<file path="config.mk">
export PLATFORM = sky130hd
export DESIGN_NAME = mc_ripple_adder
export DESIGN_NICKNAME = d
export VERILOG_FILES = /design/src/rtl/mcra_pkg.sv /design/src/rtl/mcra_base.sv /design/src/rtl/mcra_segment.sv /design/src/rtl/mc_ripple_adder.sv
export SDC_FILE = /design/constraint.sdc
export NUM_CORES = 1
export LEC_CHECK = 0
export ABC_CLOCK_PERIOD_IN_PS = 6000
export BUFFER_PORTS_ARGS = -buffer_cell sky130_fd_sc_hd__buf_2
export CAP_MARGIN = 40
export CORE_MARGIN = 2
export CORE_UTILIZATION = 60
export CTS_BUF_LIST = sky130_fd_sc_hd__clkbuf_8
export DETAILED_ROUTE_END_ITERATION = 8
export PLACE_DENSITY_LB_ADDON = 0.15
export SYNTH_ARGS = -nofsm -noshare
export SYNTH_HDL_FRONTEND = slang
export SYNTH_SLANG_ARGS = --single-unit
</file>
<file path="constraint.sdc">
create_clock -name clk_i -period 6 [get_ports clk_i]
set_input_delay 1.2 -clock clk_i [delete_from_list [all_inputs] [get_ports clk_i]]
set_output_delay 1.2 -clock clk_i [all_outputs]
set_load 0.03 [all_outputs]
</file>
<file path="src/rtl/mcra_pkg.sv">
`timescale 1ns/1ps
package mcra_pkg;
    typedef enum logic [1:0] {
        ST_IDLE    = 2'd0,
        ST_SETUP   = 2'd1,
        ST_ADVANCE = 2'd2,
        ST_DONE    = 2'd3
    } mcra_state_e;
endpackage

</file>
<file path="src/rtl/mcra_base.sv">
`timescale 1ns/1ps
// Per-bit base terms: generate and propagate.
module mcra_base #(
    parameter int WIDTH = 32
) (
    input  logic [WIDTH-1:0] a_i,
    input  logic [WIDTH-1:0] b_i,
    output logic [WIDTH-1:0] gen_o,
    output logic [WIDTH-1:0] prop_o
);
    assign gen_o  = a_i & b_i;
    assign prop_o = a_i ^ b_i;
endmodule

</file>
<file path="src/rtl/mcra_segment.sv">
`timescale 1ns/1ps
// One carry segment, resolved combinationally within one clock.
module mcra_segment #(
    parameter int STEP = 8
) (
    input  logic [STEP-1:0] gen_i,
    input  logic [STEP-1:0] prop_i,
    input  logic            cin_i,
    output logic [STEP-1:0] sum_o,
    output logic            cout_o
);
    logic [STEP:0] c;

    assign c[0] = cin_i;

    for (genvar i = 0; i < STEP; i++) begin : g_bit
        assign sum_o[i] = prop_i[i] ^ c[i];
        assign c[i+1]   = gen_i[i] | (prop_i[i] & c[i]);
    end

    assign cout_o = c[STEP];
endmodule

</file>
<file path="src/rtl/mc_ripple_adder.sv">
`timescale 1ns/1ps
module mc_ripple_adder
    import mcra_pkg::*;
#(
    parameter int WIDTH        = 32,
    parameter int STEP         = 8,
    parameter int SETUP_CYCLES = 2
) (
    input  logic             clk_i,
    input  logic             rst_ni,
    input  logic             start_i,
    input  logic [WIDTH-1:0] a_i,
    input  logic [WIDTH-1:0] b_i,
    output logic [WIDTH-1:0] sum_o,
    output logic             carry_o,
    output logic             valid_o
);
    localparam int NSEG  = WIDTH / STEP;
    localparam int SEG_W = (NSEG > 1) ? $clog2(NSEG) : 1;
    localparam int SET_W = (SETUP_CYCLES > 1) ? $clog2(SETUP_CYCLES) : 1;

    mcra_state_e state_q, state_d;

    logic [WIDTH-1:0] a_q, b_q, g_q, p_q, sum_q;
    logic [WIDTH-1:0] g_d, p_d;
    logic             carry_q;
    logic [SEG_W-1:0] seg_q;
    logic [SET_W-1:0] setup_q;
    logic [STEP-1:0]  seg_g, seg_p, seg_sum;
    logic             seg_cout;
    logic             last_setup, last_seg;

    mcra_base #(.WIDTH(WIDTH)) u_base (
        .a_i   (a_q),
        .b_i   (b_q),
        .gen_o (g_d),
        .prop_o(p_d)
    );

    assign seg_g = g_q[int'(seg_q)*STEP +: STEP];
    assign seg_p = p_q[int'(seg_q)*STEP +: STEP];

    mcra_segment #(.STEP(STEP)) u_seg (
        .gen_i (seg_g),
        .prop_i(seg_p),
        .cin_i (carry_q),
        .sum_o (seg_sum),
        .cout_o(seg_cout)
    );

    assign last_setup = (setup_q == SET_W'(SETUP_CYCLES - 1));
    assign last_seg   = (seg_q == SEG_W'(NSEG - 1));

    // Next-state logic
    always_comb begin
        state_d = state_q;
        if (start_i) begin
            state_d = ST_SETUP;
        end else begin
            unique case (state_q)
                ST_IDLE:    state_d = ST_IDLE;
                ST_SETUP:   if (last_setup) state_d = ST_ADVANCE;
                ST_ADVANCE: if (last_seg)   state_d = ST_DONE;
                ST_DONE:    state_d = ST_DONE;
                default:    state_d = ST_IDLE;
            endcase
        end
    end

    // State register
    always_ff @(posedge clk_i) begin
        if (!rst_ni) state_q <= ST_IDLE;
        else         state_q <= state_d;
    end

    // Datapath registers
    always_ff @(posedge clk_i) begin
        if (!rst_ni) begin
            a_q     <= '0;
            b_q     <= '0;
            g_q     <= '0;
            p_q     <= '0;
            sum_q   <= '0;
            carry_q <= 1'b0;
            seg_q   <= '0;
            setup_q <= '0;
        end else if (start_i) begin
            a_q     <= a_i;
            b_q     <= b_i;
            carry_q <= 1'b0;
            seg_q   <= '0;
            setup_q <= '0;
        end else begin
            unique case (state_q)
                ST_SETUP: begin
                    if (setup_q == '0) begin
                        g_q     <= g_d;
                        p_q     <= p_d;
                        sum_q   <= p_d;
                        carry_q <= 1'b0;
                    end
                    setup_q <= setup_q + 1'b1;
                end
                ST_ADVANCE: begin
                    sum_q[int'(seg_q)*STEP +: STEP] <= seg_sum;
                    carry_q <= seg_cout;
                    seg_q   <= seg_q + 1'b1;
                end
                default: ;
            endcase
        end
    end

    // Outputs
    always_comb begin
        sum_o   = sum_q;
        carry_o = carry_q;
        valid_o = (state_q == ST_DONE);
    end
endmodule

</file>
==> results of run 1 <==
-- layer usage --
metal  track usage [%]  up-vias  wire (microns)
met4              10.2        0             514
met5                 0        -               0
met1              36.5     2780            8140
met2              44.7      192            8390
met3              5.82       37            1020
li1                  -     2852               -
-- layout make-up --
cell class | count | share of cell area [%]
clock buffer | 20 | 3.23
sequential | 166 | 39.0
clock inverter | 11 | 1.28
inverter | 4 | 0.176
multi-input combinational | 537 | 46.4
timing repair buffer | 114 | 7.38
tap | 172 | 2.53
-- synthesized netlist by cell type --
library cell  number  area, sq um
a2111oi_0          1         8.76
a21boi_0           4         30.0
a21boi_1          60          450
a21oi_1           22          110
a31oi_1           16          100
a32oi_1           16          140
and2_1             2         12.5
buf_1              4         15.0
buf_2             21          105
buf_4              7         52.6
buf_6              6         67.6
clkbuf_1          30          113
dfxtp_1          166         3320
ha_1              44          551
inv_1              4         15.0
mux2i_1           64          641
mux4_2            16          360
nand2_1          148          556
nand2b_1           3         18.8
nand3_1            8         40.0
nand4_1            8         50.1
nor2_1             2         7.51
nor2b_1           68          425
nor3_1             1         5.00
nor3b_2            2         25.0
nor4b_4            1         23.8
nor4bb_1           5         50.1
o21a_1             1         7.51
o31ai_1           32          240
or2_2             11         68.8
or4b_1             1         10.0
xnor2_1            1         8.76
-- stage by stage --
stage / hold slack (ps) / std cells / utilization, % / worst slack [ps]
after floorplan: 432 / 775 / - / 935
after global placement: 438 / 991 / 64.7 / 898
after detailed placement: 442 / 993 / 64.9 / 830
after CTS: 453 / 1024 / 68.0 / 798
after global routing: 476 / 1024 / 68.0 / 540
final: 455 / 1024 / 68.0 / 801
-- final timing paths --
| path | end | start | depth (start not counted) | slack [ps] |
|---|---|---|---|---|
| setup / recovery | sum_o[15] | seg_q[0] | 19 | 800 |
| hold / removal | p_q[24] | p_q[24] | 2 | 460 |
| setup reg to reg | sum_o[15] | seg_q[0] | 19 | 800 |
| hold reg to reg | p_q[24] | p_q[24] | 2 | 460 |
-- state kept, by name (all words and copies together), names as in the netlist --
signal	cells
b_q	32
a_q	32
seg_q	2
sum_o	32
state_q	2
last_setup	1
p_q	32
carry_o	1
g_q	32
-- logic make-up (layout without fill, tap and decap cells) --
family,Yosys count,after routing
AND/OR/NAND/NOR,260,260
flip-flops,166,166
AO/OA/AOI/OAI,152,152
multiplexers,80,80
buffers and inverters,72,149
adder cells (fa/ha/maj),44,44
XOR/XNOR,1,1
-- where the power goes --
group	total [mW]	internal (mW)	switching [mW]
Combinational	0.274	0.114	0.160
Clock	0.780	0.394	0.386
Sequential	1.18	1.15	0.0320
Total	2.24	1.66	0.578
-- critical path, cell delays in order, from the launching register on --
cell and delay (ps):
dfxtp_1 350, buf_4 250, mux4_2 530, ha_1 190, or2_2 290, ha_1 180
or2_2 310, ha_1 180, or2_2 290, ha_1 170, or2_2 290, ha_1 170
or2_2 290, ha_1 170, or2_2 290, ha_1 170, or2_2 300, ha_1 370
a32oi_1 220, a21oi_1 80
==> flow_summary_export.csv, run 1 <==
group,metric,value,unit
floorplanning,core_area,12500,sq um
finish,fillerInstances,1048,
placed_design,placed_cell_area,8130,sq um
sta,relSlewSlack,47.2,%
route,route.detailed.drc,0,
grt,grt_antenna_before_repair,0,
clock_tree,cts_root_buffer,"clkbuf_8",
sta,period_needed,5200,ps
yosys,synth_fa_ha_area_share,7.21,%
grt,grt_pass1_vias,5449,
finish,multiInputGateArea,3950,sq um
sta,fmaxAchievable,192,MHz
grt,grt.overflow.total,0,
pwr,p_per_area,263,nW/um^2
yosys,synth_cell_type_count,32,
yosys,synth-seq-cells,166,
yosys,synth_cells,775,
route,wl_per_cell,17.6,microns
critical_path,start_kind,"register",
sta,drv_slew,0,
finish,fin_area,8510,sq um
yosys,synth_top_family_by_area,"simple AND/OR/NAND/NOR gates",
route,vias,5861,
critical_path,crit_fanout,12,
finish,diodes,0,
clock_tree,cts_made_buffers,17,
critical_path,crit_path_end_kind,"register",
floorplanning,pin_count,101,
route,ant_nets,0,
grt,grt_usage,27.5,%
clock_tree,tritoncts,"yes",
sta,fin_setup_tns,0,ps
flow_run,max-cap-violations,0,
yosys,syn_nets,886,
grt,grt_max_degree,88,
critical_path,arrival,5540,ps
sta,finalSetupViolCount,0,
yosys,synth_area,7630,sq um
finish,final_common_cell,"dfxtp_1",
route,drt-pass1-iter-count,5,
yosys,post_synth_xor_area_fraction,0.115,%
clock_tree,clock_path_buffers,2,
route,drt_iter0_drc,518,
finish,syn2layout_area_growth,11.5,%
grt,grt_pass1_wl,28300,microns
finish,nNetsFinal,951,
floorplanning,die_y,117,microns
sta,finalCritPeriodShare,86.7,%
sta,rsz0062_at_grt,"false",
critical_path,cp.required,6340,ps
clock_tree,clock_latency,460,ps
finish,final_cell_mix,"166 x dfxtp_1, 148 x nand2_1, 99 x buf_2",
route,viasPerCell,5.72,
placed_design,io_buffers,100,
sta,worstMarginPinSlew,791,ps
critical_path,critical_path_class,"register to register",
yosys,synth.avg_cell_area,9.85,sq um
yosys,yosys_warnings,0,
floorplanning,row_count,41,
floorplanning,die_w,117,microns
finish,drive_gt1_share,20.4,%
clock_tree,hold_buffers,0,
outcome,outcome,"complete, no violations",
sta,hold_violations,0,
placed_design,gp_congestion,0.901,
clock_tree,clk_pin_slew,80,ps
finish,register_area,3320,sq um
floorplanning,die-area,13600,sq um
clock_tree,htreeDepth,4,
clock_tree,cts_sinks,166,
pwr,power.total,2.24,mW
yosys,synth_compound_area_share,14.2,%
clock_tree,cts_setup_buffers,0,
yosys,muxShareOfSynthArea,13.1,%
yosys,ys_seq_area_share,43.5,%
floorplanning,initial_utilization,61.0,%
clock_tree,cts_resized,0,
placed_design,dp_hpwl,13000,microns
yosys,synth-simple-area-share,16.9,%
pwr,p_leak,3.68,nW
hold_path,hold_class,"register to register",
pwr,peakVddDrop,0.162,mV
route,wirelength,18100,microns
sta,fin_skew,11.2,ps
Note: power is estimated with default switching activity, not from simulation.
==> run 2, diff against run 1 <==
==> constraint.sdc (replaced) <==
create_clock -name clk_i -period 6 [get_ports clk_i]
set_input_delay 0.3 -clock clk_i [delete_from_list [all_inputs] [get_ports clk_i]]
set_output_delay 0.3 -clock clk_i [all_outputs]
set_load 0.03 [all_outputs]
==> run 2 against run 1 <==
  * Final cell count rose by 0.20%
  * First-iteration DRC count fell by 17%
  * Setup slack gained 140 ps
  * Total power increased by 5.6%
  * Utilization rose by 0.70 points
  * Non-clock buffer count grew 1
  * Sequential share of layout area down 0.40 points
  * Critical endpoint unchanged
  * Highest routed layer unchanged
==> flow_summary_export.csv, run 2 (same netlist as run 1, synthesis figures left out) <==
group,metric,value,unit
clock_tree,cts_made_buffers,17,
clock_tree,clock_path_buffers,2,
floorplanning,die_w,117,microns
clock_tree,cts_root_buffer,"clkbuf_8",
grt,grt.overflow.total,0,
placed_design,io_buffers,100,
pwr,peakVddDrop,0.209,mV
route,ant_nets,0,
hold_path,hold_class,"primary input to register",
grt,grt_max_degree,92,
floorplanning,die_y,117,microns
sta,drv_slew,0,
pwr,p_per_area,275,nW/um^2
finish,syn2layout_area_growth,12.7,%
placed_design,dp_hpwl,13200,microns
finish,drive_gt1_share,20.5,%
placed_design,gp_congestion,0.912,
sta,fin_setup_tns,0,ps
sta,rsz0062_at_grt,"false",
sta,relSlewSlack,55.7,%
finish,diodes,0,
finish,final_common_cell,"dfxtp_1",
critical_path,crit_path_end_kind,"register",
finish,nNetsFinal,952,
hold_path,hold_path_depth,3,
route,wirelength,18400,microns
critical_path,rr_worst_depth,18,
pwr,p_leak,3.72,nW
critical_path,cp.required,6350,ps
route,wl_per_cell,18.0,microns
sta,finalSetupViolCount,0,
sta,fmaxAchievable,198,MHz
pwr,power.total,2.36,mW
finish,final_cell_mix,"166 x dfxtp_1, 148 x nand2_1, 98 x buf_2",
grt,grt_pass1_wl,28900,microns
critical_path,arrival,5410,ps
clock_tree,htreeDepth,4,
critical_path,start_kind,"register",
sta,period_needed,5060,ps
clock_tree,cts_resized,0,
outcome,outcome,"complete, no violations",
critical_path,rrSetupSlack,940,ps
sta,hold_violations,0,
route,drt-pass1-iter-count,5,
route,viasPerCell,5.65,
sta,fin_skew,9.40,ps
route,drt_iter0_drc,430,
clock_tree,hold_buffers,0,
grt,grt_antenna_before_repair,0,
floorplanning,core_area,12500,sq um
clock_tree,tritoncts,"yes",
flow_run,max-cap-violations,0,
critical_path,crit_fanout,13,
floorplanning,pin_count,101,
grt,grt_usage,28.1,%
route,route.detailed.drc,0,
route,vias,5800,
clock_tree,cts_sinks,166,
clock_tree,clock_latency,460,ps
clock_tree,cts_setup_buffers,0,
floorplanning,row_count,41,
sta,finalCritPeriodShare,84.3,%
grt,grt_pass1_vias,5590,
floorplanning,initial_utilization,61.0,%
critical_path,critical_path_class,"register to register",
floorplanning,die-area,13600,sq um
clock_tree,clk_pin_slew,80,ps
sta,worstMarginPinSlew,665,ps
## run 2: critical path, cell delays in order, from the launching register on
cell	delay, ps
dfxtp_1	380
buf_4	270
mux4_2	520
or2_2	290
ha_1	180
or2_2	310
ha_1	180
or2_2	290
ha_1	170
or2_2	290
ha_1	170
or2_2	290
ha_1	170
or2_2	290
ha_1	170
or2_2	290
ha_1	360
a32oi_1	230
a21oi_1	100
## run 2: path summary, 6_finish.rpt
kind / startpoint / end
min: a_i[27] / a_q[27]
max reg2reg: seg_q[0] / sum_o[15]
min reg2reg: p_q[16] / p_q[16]
max: seg_q[0] / sum_o[15]
## run 2: layout make-up
cell class              count  area, sq um
clock buffers              19          262
clock inverters            13          186
fillers                  1029         3920
inverters                   4         15.0
multi-input cells         537         3950
flip-flops and latches    166         3320
well taps                 172          215
repair buffers            115          652
## run 2: power by group
group | switching [mW] | internal, mW
sequential | 0.0325 | 1.15
combinational | 0.162 | 0.115
clock | 0.392 | 0.509
## run 2: per-layer routing
| metal | wire [microns] | GRT usage, % |
|---|---|---|
| met1 | 8100 | 37.1 |
| met2 | 8730 | 45.1 |
| met3 | 1050 | 5.41 |
| met4 | 574 | 12.7 |
| met5 | 0 | 0 |
## run 2: metrics by stage
stage	setup WS [ps]	instances	hold WS [ps]	util (%)	cell area, sq um
final	943	1026	94.9	68.7	8600
after global routing	752	1026	90.3	68.7	8600
after CTS	933	1026	73.2	68.7	8600
after detailed placement	947	994	446	65.1	8150
after global placement	1040	990	438	64.6	8090
after floorplan	935	775	432	-	7630
